<file path="config.mk">
export PLATFORM = sky130hd
export DESIGN_NAME = ratio_load_port
export DESIGN_NICKNAME = d
export VERILOG_FILES = /design/src/rtl/rl_pkg.sv /design/src/rtl/rl_sync.sv /design/src/rtl/rl_shift.sv /design/src/rtl/rl_word_latch.sv /design/src/rtl/ratio_load_port.sv
export SDC_FILE = /design/constraint.sdc
export NUM_CORES = 1
export LEC_CHECK = 0
export BUFFER_PORTS_ARGS = -buffer_cell sky130_fd_sc_hd__buf_2
export CORE_MARGIN = 3
export CORE_UTILIZATION = 40
export DETAILED_ROUTE_END_ITERATION = 10
export PLACE_DENSITY = 0.71
export SETUP_SLACK_MARGIN = 0.2
export SLEW_MARGIN = 20
export SYNTH_ARGS = -nofsm -noshare
export SYNTH_HDL_FRONTEND = slang
export SYNTH_SLANG_ARGS = --single-unit
</file>
<file path="constraint.sdc">
create_clock -name clk -period 1.55 [get_ports clk]
set_clock_uncertainty 0.05 [all_clocks]
set_input_delay 0.155 -clock clk [delete_from_list [all_inputs] [get_ports clk]]
set_output_delay 0.155 -clock clk [all_outputs]
set_load 0.03 [all_outputs]
</file>
<file path="src/rtl/rl_pkg.sv">
package rl_pkg;
  typedef enum logic {
    TGT_FB  = 1'b0,
    TGT_REF = 1'b1
  } tgt_e;

  function automatic int unsigned max_u(input int unsigned a, input int unsigned b);
    return (a > b) ? a : b;
  endfunction
endpackage

</file>
<file path="src/rtl/rl_sync.sv">
module rl_sync #(
  parameter int unsigned W      = 3,
  parameter int unsigned STAGES = 2
) (
  input  logic         clk,
  input  logic         rst_n,
  input  logic [W-1:0] d,
  output logic [W-1:0] q
);
  logic [W-1:0] stg_q [STAGES];

  genvar gi;
  generate
    for (gi = 0; gi < STAGES; gi++) begin : g_stage
      logic [W-1:0] src;
      if (gi == 0) begin : g_first
        assign src = d;
      end else begin : g_next
        assign src = stg_q[gi-1];
      end
      always_ff @(posedge clk or negedge rst_n) begin
        if (!rst_n) stg_q[gi] <= '0;
        else        stg_q[gi] <= src;
      end
    end
  endgenerate

  assign q = stg_q[STAGES-1];
endmodule

</file>
<file path="src/rtl/rl_shift.sv">
module rl_shift #(
  parameter int unsigned PAY_W = 18
) (
  input  logic             clk,
  input  logic             rst_n,
  input  logic             shift_en,
  input  logic             din,
  output logic [PAY_W-1:0] payload,
  output logic             tgt_bit
);
  logic [PAY_W-1:0] pay_d, pay_q;
  logic             tgt_d, tgt_q;

  always_comb begin
    pay_d = pay_q;
    tgt_d = tgt_q;
    if (shift_en) begin
      pay_d = {pay_q[PAY_W-2:0], tgt_q};
      tgt_d = din;
    end
  end

  always_ff @(posedge clk or negedge rst_n) begin
    if (!rst_n) begin
      pay_q <= '0;
      tgt_q <= 1'b0;
    end else begin
      pay_q <= pay_d;
      tgt_q <= tgt_d;
    end
  end

  assign payload = pay_q;
  assign tgt_bit = tgt_q;
endmodule

</file>
<file path="src/rtl/rl_word_latch.sv">
module rl_word_latch #(
  parameter int unsigned     W       = 14,
  parameter logic [W-1:0]    RST_VAL = '0
) (
  input  logic         clk,
  input  logic         rst_n,
  input  logic         load,
  input  logic [W-1:0] d,
  output logic [W-1:0] val,
  output logic         stb,
  output logic         prog
);
  logic [W-1:0] val_d, val_q;
  logic         stb_d, stb_q;
  logic         prog_d, prog_q;

  always_comb begin
    val_d  = load ? d : val_q;
    stb_d  = load;
    prog_d = prog_q | load;
  end

  always_ff @(posedge clk or negedge rst_n) begin
    if (!rst_n) begin
      val_q  <= RST_VAL;
      stb_q  <= 1'b0;
      prog_q <= 1'b0;
    end else begin
      val_q  <= val_d;
      stb_q  <= stb_d;
      prog_q <= prog_d;
    end
  end

  assign val  = val_q;
  assign stb  = stb_q;
  assign prog = prog_q;
endmodule

</file>
<file path="src/rtl/ratio_load_port.sv">
module ratio_load_port #(
  parameter int unsigned A_W         = 6,
  parameter int unsigned N_W         = 12,
  parameter int unsigned R_W         = 14,
  parameter int unsigned SYNC_STAGES = 2,
  parameter int unsigned A_RST       = 0,
  parameter int unsigned N_RST       = 5,
  parameter int unsigned R_RST       = 5
) (
  input  logic           clk,
  input  logic           rst_n,
  input  logic           ser_clk,
  input  logic           ser_data,
  input  logic           ser_le,
  output logic [A_W-1:0] a_out,
  output logic [N_W-1:0] n_out,
  output logic [R_W-1:0] r_out,
  output logic           fb_upd,
  output logic           ref_upd,
  output logic           fb_prog,
  output logic           ref_prog
);
  import rl_pkg::*;

  localparam int unsigned FB_W  = A_W + N_W;
  localparam int unsigned PAY_W = max_u(FB_W, R_W);
  localparam logic [FB_W-1:0] FB_RST = {N_W'(N_RST), A_W'(A_RST)};
  localparam logic [R_W-1:0]  R_RST_V = R_W'(R_RST);

  logic [2:0]       sync_q;
  logic             s_clk, s_data, s_le;
  logic             clk_prev_q, le_prev_q;
  logic             clk_rise, le_rise;
  logic [PAY_W-1:0] payload;
  logic             tgt_bit;
  logic             load_fb, load_ref;
  logic [FB_W-1:0]  fb_val;

  rl_sync #(.W(3), .STAGES(SYNC_STAGES)) u_sync (
    .clk   (clk),
    .rst_n (rst_n),
    .d     ({ser_le, ser_data, ser_clk}),
    .q     (sync_q)
  );
  assign {s_le, s_data, s_clk} = sync_q;

  always_ff @(posedge clk or negedge rst_n) begin
    if (!rst_n) begin
      clk_prev_q <= 1'b0;
      le_prev_q  <= 1'b0;
    end else begin
      clk_prev_q <= s_clk;
      le_prev_q  <= s_le;
    end
  end

  assign clk_rise = s_clk & ~clk_prev_q;
  assign le_rise  = s_le  & ~le_prev_q;

  rl_shift #(.PAY_W(PAY_W)) u_shift (
    .clk      (clk),
    .rst_n    (rst_n),
    .shift_en (clk_rise),
    .din      (s_data),
    .payload  (payload),
    .tgt_bit  (tgt_bit)
  );

  // The latch enable is the load edge gated by the target bit
  assign load_fb  = le_rise & (tgt_bit == TGT_FB);
  assign load_ref = le_rise & (tgt_bit == TGT_REF);

  rl_word_latch #(.W(FB_W), .RST_VAL(FB_RST)) u_fb_latch (
    .clk   (clk),
    .rst_n (rst_n),
    .load  (load_fb),
    .d     (payload[FB_W-1:0]),
    .val   (fb_val),
    .stb   (fb_upd),
    .prog  (fb_prog)
  );

  rl_word_latch #(.W(R_W), .RST_VAL(R_RST_V)) u_ref_latch (
    .clk   (clk),
    .rst_n (rst_n),
    .load  (load_ref),
    .d     (payload[R_W-1:0]),
    .val   (r_out),
    .stb   (ref_upd),
    .prog  (ref_prog)
  );

  assign a_out = fb_val[A_W-1:0];
  assign n_out = fb_val[FB_W-1:A_W];
endmodule

</file>
After elaboration in Yosys (flattened, before gate mapping)
Index checks and enable logic that the tools add are counted.

word-level totals
  output and inout port bits = 36
  memories kept = 0
  flip-flop bits (word level) = 63
  latch bits = 0
  bits in read-only memories = 0
  memory bits (writable) = 0

cells by class
  bitwise gates (word level) = 9
  $mul = 0
  reductions and logical operators = 0
  div/mod/pow operators = 0
  order comparisons = 0
  shift operators = 0
  $add $sub $neg = 0
  mux-type cells = 0
  eq/ne operators = 0

operators with widths
  kind               number
  bitwise AND 1 bit  4
  NOT 1 bit          3
  bitwise OR 1 bit   2

Longest topological paths before layout
Gate-level depths: netlist (run 1).

  depth in word-level cells = 4
  gate-level depth with buffers = 4
  depth with buffers taken out = 2

Cells and area by module
Synthesis (run 1) repeated with hierarchy kept, for this count alone.

second synthesis, totals
  cells, all modules = 125
  area total of the unflattened synthesis = 2394.8 um^2

modules (own cells, without submodules)
  module                       instances  cells an instance  area each (um^2)
  rl_word_latch (u_fb_latch)   1          41                 777.0
  rl_shift                     1          40                 758.2
  rl_word_latch (u_ref_latch)  1          33                 631.9
  rl_sync                      1          6                  150.1
  ratio_load_port              1          5                  77.6

Worst setup path before layout (run 1)
Ideal clock, no wire load.

  path kind = flip-flop to flip-flop
  start point = register u_shift.tgt_q, in the netlist u_shift.tgt_bit
  end point = register u_fb_latch.val_q[0], in the netlist u_fb_latch.val[0]
  data required time = 1375 ps
  stages on the path, launching flop included = 4
  path buffers = 1
  path slack = 220 ps
  arrival time = 1155 ps
  cells stage by stage = dfrtp_1 -> nor3b_2 -> buf_6 -> mux2_2

on the way
  cells in the longest elaborated chain, start to end = 2

ends and longest elaborated chain
  item                    RTL line               source
  from (decl)             rl_shift.sv:12         logic tgt_d, tgt_q;
  from (signal assigned)  rl_shift.sv:29         tgt_q <= tgt_d;
  NOT 1 bit               ratio_load_port.sv:70  assign load_fb = le_rise & (tgt_bit == TGT_FB);
  bitwise AND 1 bit       ratio_load_port.sv:70
  to (signal assigned)    rl_word_latch.sv:29    val_q <= val_d;
  to (decl)               rl_word_latch.sv:13    logic [W-1:0] val_d, val_q;

Every way passes these cells.
A chain may end at the register's enable or synchronous reset.

Worst setup path after layout (run 1)
  start point = register le_prev_q
  end point = register u_fb_latch.val_q[11], in the netlist u_fb_latch.val[11]

on the way
  cells in the longest elaborated chain, start to end = 3

ends and longest elaborated chain
  item                    RTL line               source
  from (decl)             ratio_load_port.sv:32  logic clk_prev_q, le_prev_q;
  from (signal assigned)  ratio_load_port.sv:53  le_prev_q <= s_le;
  NOT 1 bit               ratio_load_port.sv:58  assign le_rise = s_le & ~le_prev_q;
  bitwise AND 1 bit       ratio_load_port.sv:58
  bitwise AND 1 bit       ratio_load_port.sv:70

Every way passes these cells.

==> out/qor.yml, run 1 <==
outcome: "completed"
report.final.slew_viol_count: 0
hpwlAfterDp_mm: 2.55
start_util: 0.431
maxCapViolations: 0
syn2layout_area_growth_pct: 26.1
cts_made_buffers: 9
die_w_um: 81.8
antenna_found_initial: 0
cts_max_level: 3
grt_overflow: 0
max_freq_mhz: 705
end_kind: "register"
num_io_pins: 41
tns_ps: 0
synthArstFlopShare: 1.00
synth-simple-area-share: 0.0223
setup_viol: 0
hold_slack_ps: 210
clk_latency_ps: 330
cellLeakagePower_nw: 1.46
drt_pre_antenna_iters: 4
clockBufferDepth: 2
yosys-top-cells-count: "59 x dfrtp_1, 42 x mux2_2, 8 x mux2_4"
synthAdderAreaFrac: 0
io_buffers: 40
core_area_sq_mm: 0.00534
yosysWarnings: 0
timing.rr.start: "le_prev_q$_DFF_PN0_"
avgViaCountPerCell: 4.76
diodes: 0
r2r.worst_path.cells: 4
grt_pass1_vias: 1332
wl_mm: 4.05
synth_mux_area_frac: 0.263
synth.distinct_cells: 12
dieArea_sq_mm: 0.00669
yosysTopAreaCell: "dfrtp_1"
num_rows: 26
ys_top_cells_by_area: "dfrtp_1 64%, mux2_2 21%, mux2_4 5.2%"
min_path_type: "in2async"
crit_path_start_kind: "register"
finalCritPeriodShare: 0.915
hold_viol: 0
yosys.area_share.xor_xnor: 0
synth_most_common_cell: "dfrtp_1"
syn_avg_cell_area_sq_um: 18.4
critical_path.max_fanout: 10
ir_worst_vdd_mv: 1.02
cp-startpoint: "le_prev_q$_DFF_PN0_"
clk_pin_slew_ps: 60
grt_setup_unrepaired: "true"
r2r_end: "u_fb_latch.val[11]$_DFFE_PN0P_"
synth_compound_area_frac: 0
highest_layer: "met4"
gp_congestion: 0.763
num_vias: 1251
netlist.area_leader.share: 0.643
worstSetupEndpoint: "u_fb_latch.val[11]$_DFFE_PN0P_"
syn_area_sq_mm: 0.00230
antenna_left: 0
required_ps: 1700
period_needed_ps: 1420
drtIter0Drc: 26
tightest_slew_ps: 331
ys_ff_latch: 63
wl_met3_um: 307
synth_top_family_by_area: "multiplexers"
powerDensity_mw_per_mm2: 1890
drc: 0
grt_pass1_wl_mm: 6.81
cts_root_buf: "clkbuf_8"
cts_tree: "yes"
drive_above_1_share: 0.648
grt_usage: 0.142
final_net_count: 194
slew_headroom: 0.780
dieHeight_um: 81.8
crit_arrival_ps: 1570
cts_sinks: 63
ys.flop_type: "dfrtp_1"
synthCells: 125
nFillCells: 459
grt_max_degree: 35
crit_type: "reg2reg"
rrSetupSlack_ps: 130
synth_fp_nets: 130
wl_per_cell_um: 15.4
wl_met1_mm: 1.80
seq_area_frac_synth: 0.688
routed-wl-met2_mm: 1.92
synth_edf_count: 0
## metrics by stage
step | setup slack, ps | area [sq um] | instances | utilization | power (mW)
after floorplan | 220 | 2300 | 125 | - | 3.77
after global placement | 177 | 2600 | 235 | 0.487 | 4.26
after detailed placement | 141 | 2600 | 235 | 0.487 | 4.34
after CTS | 126 | 2840 | 258 | 0.533 | 5.54
after global routing | 81.1 | 2900 | 263 | 0.543 | 5.77
final | 132 | 2900 | 263 | 0.543 | 5.47
## critical path, cell delays in order, from the launching register on
cell and delay (ps):
dfrtp_1 410, nor3b_4 210, buf_4 150, buf_12 130, mux2_2 340
## kinds of logic (layout without fill, tap and decap cells)
kind of cell / Yosys count / in the layout
buffers and inverters: 6 / 74
flip-flops: 63 / 63
multiplexers: 51 / 51
AND/OR/NAND/NOR: 5 / 5
## state kept, by name (all words and copies together) (netlist names)
| register | flops |
|---|---|
| u_ref_latch.prog | 1 |
| u_fb_latch.val | 18 |
| clk_prev_q | 1 |
| u_ref_latch.stb | 1 |
| u_sync.q | 3 |
| u_sync.g_stage.src | 3 |
| u_fb_latch.stb | 1 |
| u_fb_latch.prog | 1 |
| u_ref_latch.val | 14 |
| u_shift.payload | 18 |
| le_prev_q | 1 |
| u_shift.tgt_bit | 1 |
## what timing repair did
item | in CTS | in global routing
buffers inserted | 3 | 5
hold buffers | 4 | 0
gates resized for setup | 3 | 1
endpoints found under the setup margin | 18 | 30
gates cloned | 1 | 0
endpoints found under the hold margin | 47 | 0
pin swaps | 1 | 1
## routing by layer
metal / vias to the layer above / GRT usage
met1: 636 / 0.173
met3: 5 / 0.0669
met5: - / 0
met2: 45 / 0.221
li1: 565 / -
met4: 0 / 0.0548
## worst min-delay path by stage
stage | from | to | slack [ps]
2_1_floorplan | rst_n | clk_prev_q$_DFF_PN0_ | -190
3_3_place_gp | rst_n | u_ref_latch.val[1]$_DFFE_PN0P_ | 8
3_5_place_dp | rst_n | u_ref_latch.val[1]$_DFFE_PN0P_ | 20
4_1_cts | rst_n | u_ref_latch.prog$_DFF_PN0_ | 200
5_1_grt | rst_n | u_ref_latch.val[8]$_DFFE_PN0P_ | 230
6_report | rst_n | u_ref_latch.prog$_DFF_PN0_ | 210
## layout by cell type (no fill, tap or decap)
master / instances
buf_6: 1
buf_4: 9
dfrtp_1: 58
or2_2: 1
dfstp_2: 4
buf_2: 40
nor3b_4: 1
dfrtp_2: 1
inv_1: 1
nor2b_2: 1
nand2b_1: 1
clkbuf_1: 4
mux2_2: 42
buf_12: 3
buf_16: 1
mux2_4: 9
nand3b_4: 1
clkinv_2: 2
dlygate4sd3_1: 4
clkbuf_8: 9
## final cells by class
| class | instances | area (sq um) | area share |
|---|---|---|---|
| sequential | 63 | 1580 | 0.546 |
| multi-input combinational | 56 | 668 | 0.231 |
| timing repair buffer | 58 | 407 | 0.140 |
| clock buffer | 13 | 139 | 0.0479 |
| tap | 70 | 87.6 | 0.0302 |
| clock inverter | 2 | 10.0 | 0.00345 |
| inverter | 1 | 3.75 | 0.00130 |
## where the power goes
| part | total, mW | switching, mW | internal, mW |
|---|---|---|---|
| logic | 1.78 | 1.02 | 0.759 |
| clock network | 1.11 | 0.544 | 0.568 |
| registers | 2.58 | 0.372 | 2.21 |
No activity file was read; power rests on OpenSTA's default activity.
==> run 2: changes to the inputs <==
- CORE_UTILIZATION: 40 -> 54
- PLACE_DENSITY: 0.71 -> 0.88
- SYNTH_HIERARCHICAL: not set -> 1
==> run 2 against run 1 <==
Sequential share of layout area is 0.70 points lower. Flip-flop and latch count stayed put. Wire length is 2.9% lower. Non-clock buffer count is 5 lower. Global-route usage is 3.0 points higher. Register-to-register slack better by 40 ps. Total power is 8.4% higher. Synthesized cell count stayed put. Hold slack better by 93 ps. Final cell count is 9.5% lower. Combinational power is 7% higher. Sequential power hardly changed. Highest routed layer unchanged.
==> out/qor.yml, run 2 <==
post_dp_cell_area_sq_mm: 0.00265  # +2.0%
num_io_pins: 41  # unchanged
gp_congestion: 0.709  # -7.0%
min_path_type: "in2async"
grt_pass1_vias: 1319  # -0.98%
internal_power_mw: 3.95  # +12%
io_buffers: 40  # unchanged
cts_root_buf: "clkbuf_8"
final_net_count: 188  # -3.1%
power_mw: 5.93  # +8.4%
final_common_cell: "dfrtp_1"
core_area_sq_mm: 0.00414  # -22%
drtIter0Drc: 118  # +350%
end_kind: "register"
setup_viol: 0  # unchanged
ys.flop_type: "dfrtp_1"
drc: 0  # unchanged
start_util: 0.578  # +0.147
met3_usage: 0.0950  # +0.0282
die_w_um: 72.6  # -11%
synth_most_common_cell: "dfrtp_1"
ir_worst_vdd_mv: 1.06  # +3.9%
finalCritPeriodShare: 0.891  # -0.0243
netlist.area_leader.share: 0.617  # -0.0262
required_ps: 1710  # about the same
clockBufferDepth: 2  # unchanged
cts_made_buffers: 9  # unchanged
grt_max_degree: 64  # +83%
grt_usage: 0.173  # +0.0300
num_rows: 23  # -12%
tns_ps: 0  # unchanged
synthArstFlopShare: 1.00  # unchanged
tightest_slew_ps: 317  # -13.5 ps
synth_fp_nets: 130  # unchanged
ys_ff_latch: 63  # unchanged
cts_tree: "yes"
seq_area_frac_synth: 0.660  # -0.0281
powerDensity_mw_per_mm2: 2020  # +7.1%
antenna_left: 0  # unchanged
diodes: 0  # unchanged
crit_type: "reg2reg"
drive_above_1_share: 0.649  # +0.00127
p_seq_frac: 0.436  # -0.036
multi_input_area_sq_um: 741  # +11%
max_freq_mhz: 724  # +2.7%
r2r.worst_path.cells: 3  # -1
synthCells: 125  # unchanged
switching_power_mw: 1.98  # +2.3%
final_core_util: 0.708  # +0.165
cp-startpoint: "u_shift/tgt_bit$_DFFE_PN0P_"
drt_pre_antenna_iters: 4  # unchanged
hold_viol: 0  # unchanged
synth_edf_count: 0  # unchanged
r2r_end: "u_fb_latch/val[5]$_DFFE_PN0P_"
report.final.slew_viol_count: 0  # unchanged
seqCellArea_sq_mm: 0.00158  # about the same
period_needed_ps: 1380  # -37.7 ps
clk_latency_ps: 330  # about the same
worstSetupEndpoint: "u_fb_latch/val[5]$_DFFE_PN0P_"
dieHeight_um: 72.6  # -11%
num_vias: 1206  # -3.6%
syn_area_sq_mm: 0.00239  # +4.2%
cts_sinks: 63  # unchanged
timing.rr.start: "u_shift/tgt_bit$_DFFE_PN0P_"
grt_setup_unrepaired: "true"
cellLeakagePower_nw: 1.47  # +0.79%
rrSetupSlack_ps: 170  # +40 ps
synth.distinct_cells: 10  # -2
slew_headroom: 0.789  # +0.00903
grt_pass1_wl_mm: 6.57  # -3.6%
ys_top_cells_by_area: "dfrtp_1 62%, mux2_4 18%, mux2_2 11%"
wl_mm: 3.94  # -2.9%
comb_power_share: 0.321  # -0.004
nFillCells: 273  # -41%
avgViaCountPerCell: 5.07  # +6.5%
yosys-top-cells-count: "59 x dfrtp_1, 28 x mux2_4, 23 x mux2_2"
p_clk_frac: 0.243  # +0.040
grt.busiest_layer: "met2"
final_cell_mix: "59 x dfrtp_1, 40 x buf_2, 31 x mux2_4, 20 x mux2_2, 12 x clkbuf_8"
grt_overflow: 0  # unchanged
hold_slack_ps: 303  # +93.0 ps
sw_frac_of_total: 0.334  # -0.0197
critical_path.max_fanout: 8  # -2
crit_arrival_ps: 1540  # -30 ps
antenna_found_initial: 0  # unchanged
crit_path_start_kind: "register"
cts_max_level: 3  # unchanged
clk_pin_slew_ps: 70  # about the same
maxCapViolations: 0  # unchanged
grt_util_met2: 0.253  # +0.0320
outcome: "completed"
syn2layout_area_growth_pct: 22.5
yosysTopAreaCell: "dfrtp_1"
hpwlAfterDp_mm: 2.66  # +4.3%
postLayoutCellArea_sq_mm: 0.00293  # +1.2%
syn_avg_cell_area_sq_um: 19.2  # +4.2%
wl_per_cell_um: 16.5  # +7.3%
yosysWarnings: 6  # +6
grtUsageMet1: 0.220  # +0.0471
dieArea_sq_mm: 0.00527  # -21%
## run 2: cell count changes after synthesis, sizes merged
cell,previous run,this run
and3b,0,1
nand3b,1,0
nand2b,1,0
inv,1,0
buf,5,6
or2,1,2
## run 2: cell families (layout without fill, tap and decap cells)
family,Yosys count,count (layout),share of synthesized area
flops,63,63,0.660
mux,51,51,0.284
simple gates,5,5,0.0167
buf+inv,6,69,0.0392
## run 2: repair_timing
| item | 4_1_cts | 5_1_grt |
|---|---|---|
| gates cloned | 0 | 0 |
| buffers inserted | 0 | 0 |
| endpoints found under the hold margin | 62 | 0 |
| hold buffers | 4 | 0 |
| gates resized for setup | 2 | 7 |
| endpoints found under the setup margin | 23 | 27 |
## run 2: worst min-delay path by stage
stage	endpoint	slack, ps	depth (start not counted)
detailed placement	u_fb_latch/prog$_DFF_PN0_	140	2
global route	u_sync/q[2]$_DFF_PN0_	310	0
finish	u_fb_latch/val[9]$_DFFE_PN0P_	300	3
CTS	u_fb_latch/val[9]$_DFFE_PN0P_	310	3
global placement	u_fb_latch/val[11]$_DFFE_PN0P_	130	2
floorplan	clk_prev_q$_DFF_PN0_	-190	0
## run 2: final cells by class
cell class,instances,share of cell area
clock buffers,13,0.0576
clock inverters,3,0.0137
multi-input cells,56,0.253
flip-flops and latches,63,0.539
well taps,50,0.0213
repair buffers,53,0.116
## run 2: power by group through the flow
stage                     clock network (mW)  logic [mW]  registers, mW
after global placement                     0        1.84           2.57
after detailed placement                   0        1.88           2.62
after global routing                    1.57        2.00           2.67
after CTS                               1.49        1.89           2.59
final                                   1.44        1.90           2.58
after floorplan                            0       0.731           3.20
## run 2: stage by stage
stage	instances	setup slack [ps]
final	238	170
after CTS	238	173
after global routing	238	121
after detailed placement	218	145
after global placement	218	196
after floorplan	125	208
## run 2: worst max-delay path, stage by stage (launching register included)
cell and delay, ps:
dfrtp_1 430, nor3b_4 220, buf_4 210, mux2_2 350
## run 2: metal layers
layer | wire, um | up-vias
met5 | 0 | -
met4 | 38 | 0
met3 | 292 | 3
met2 | 1900 | 37
met1 | 1710 | 621
li1 | - | 545
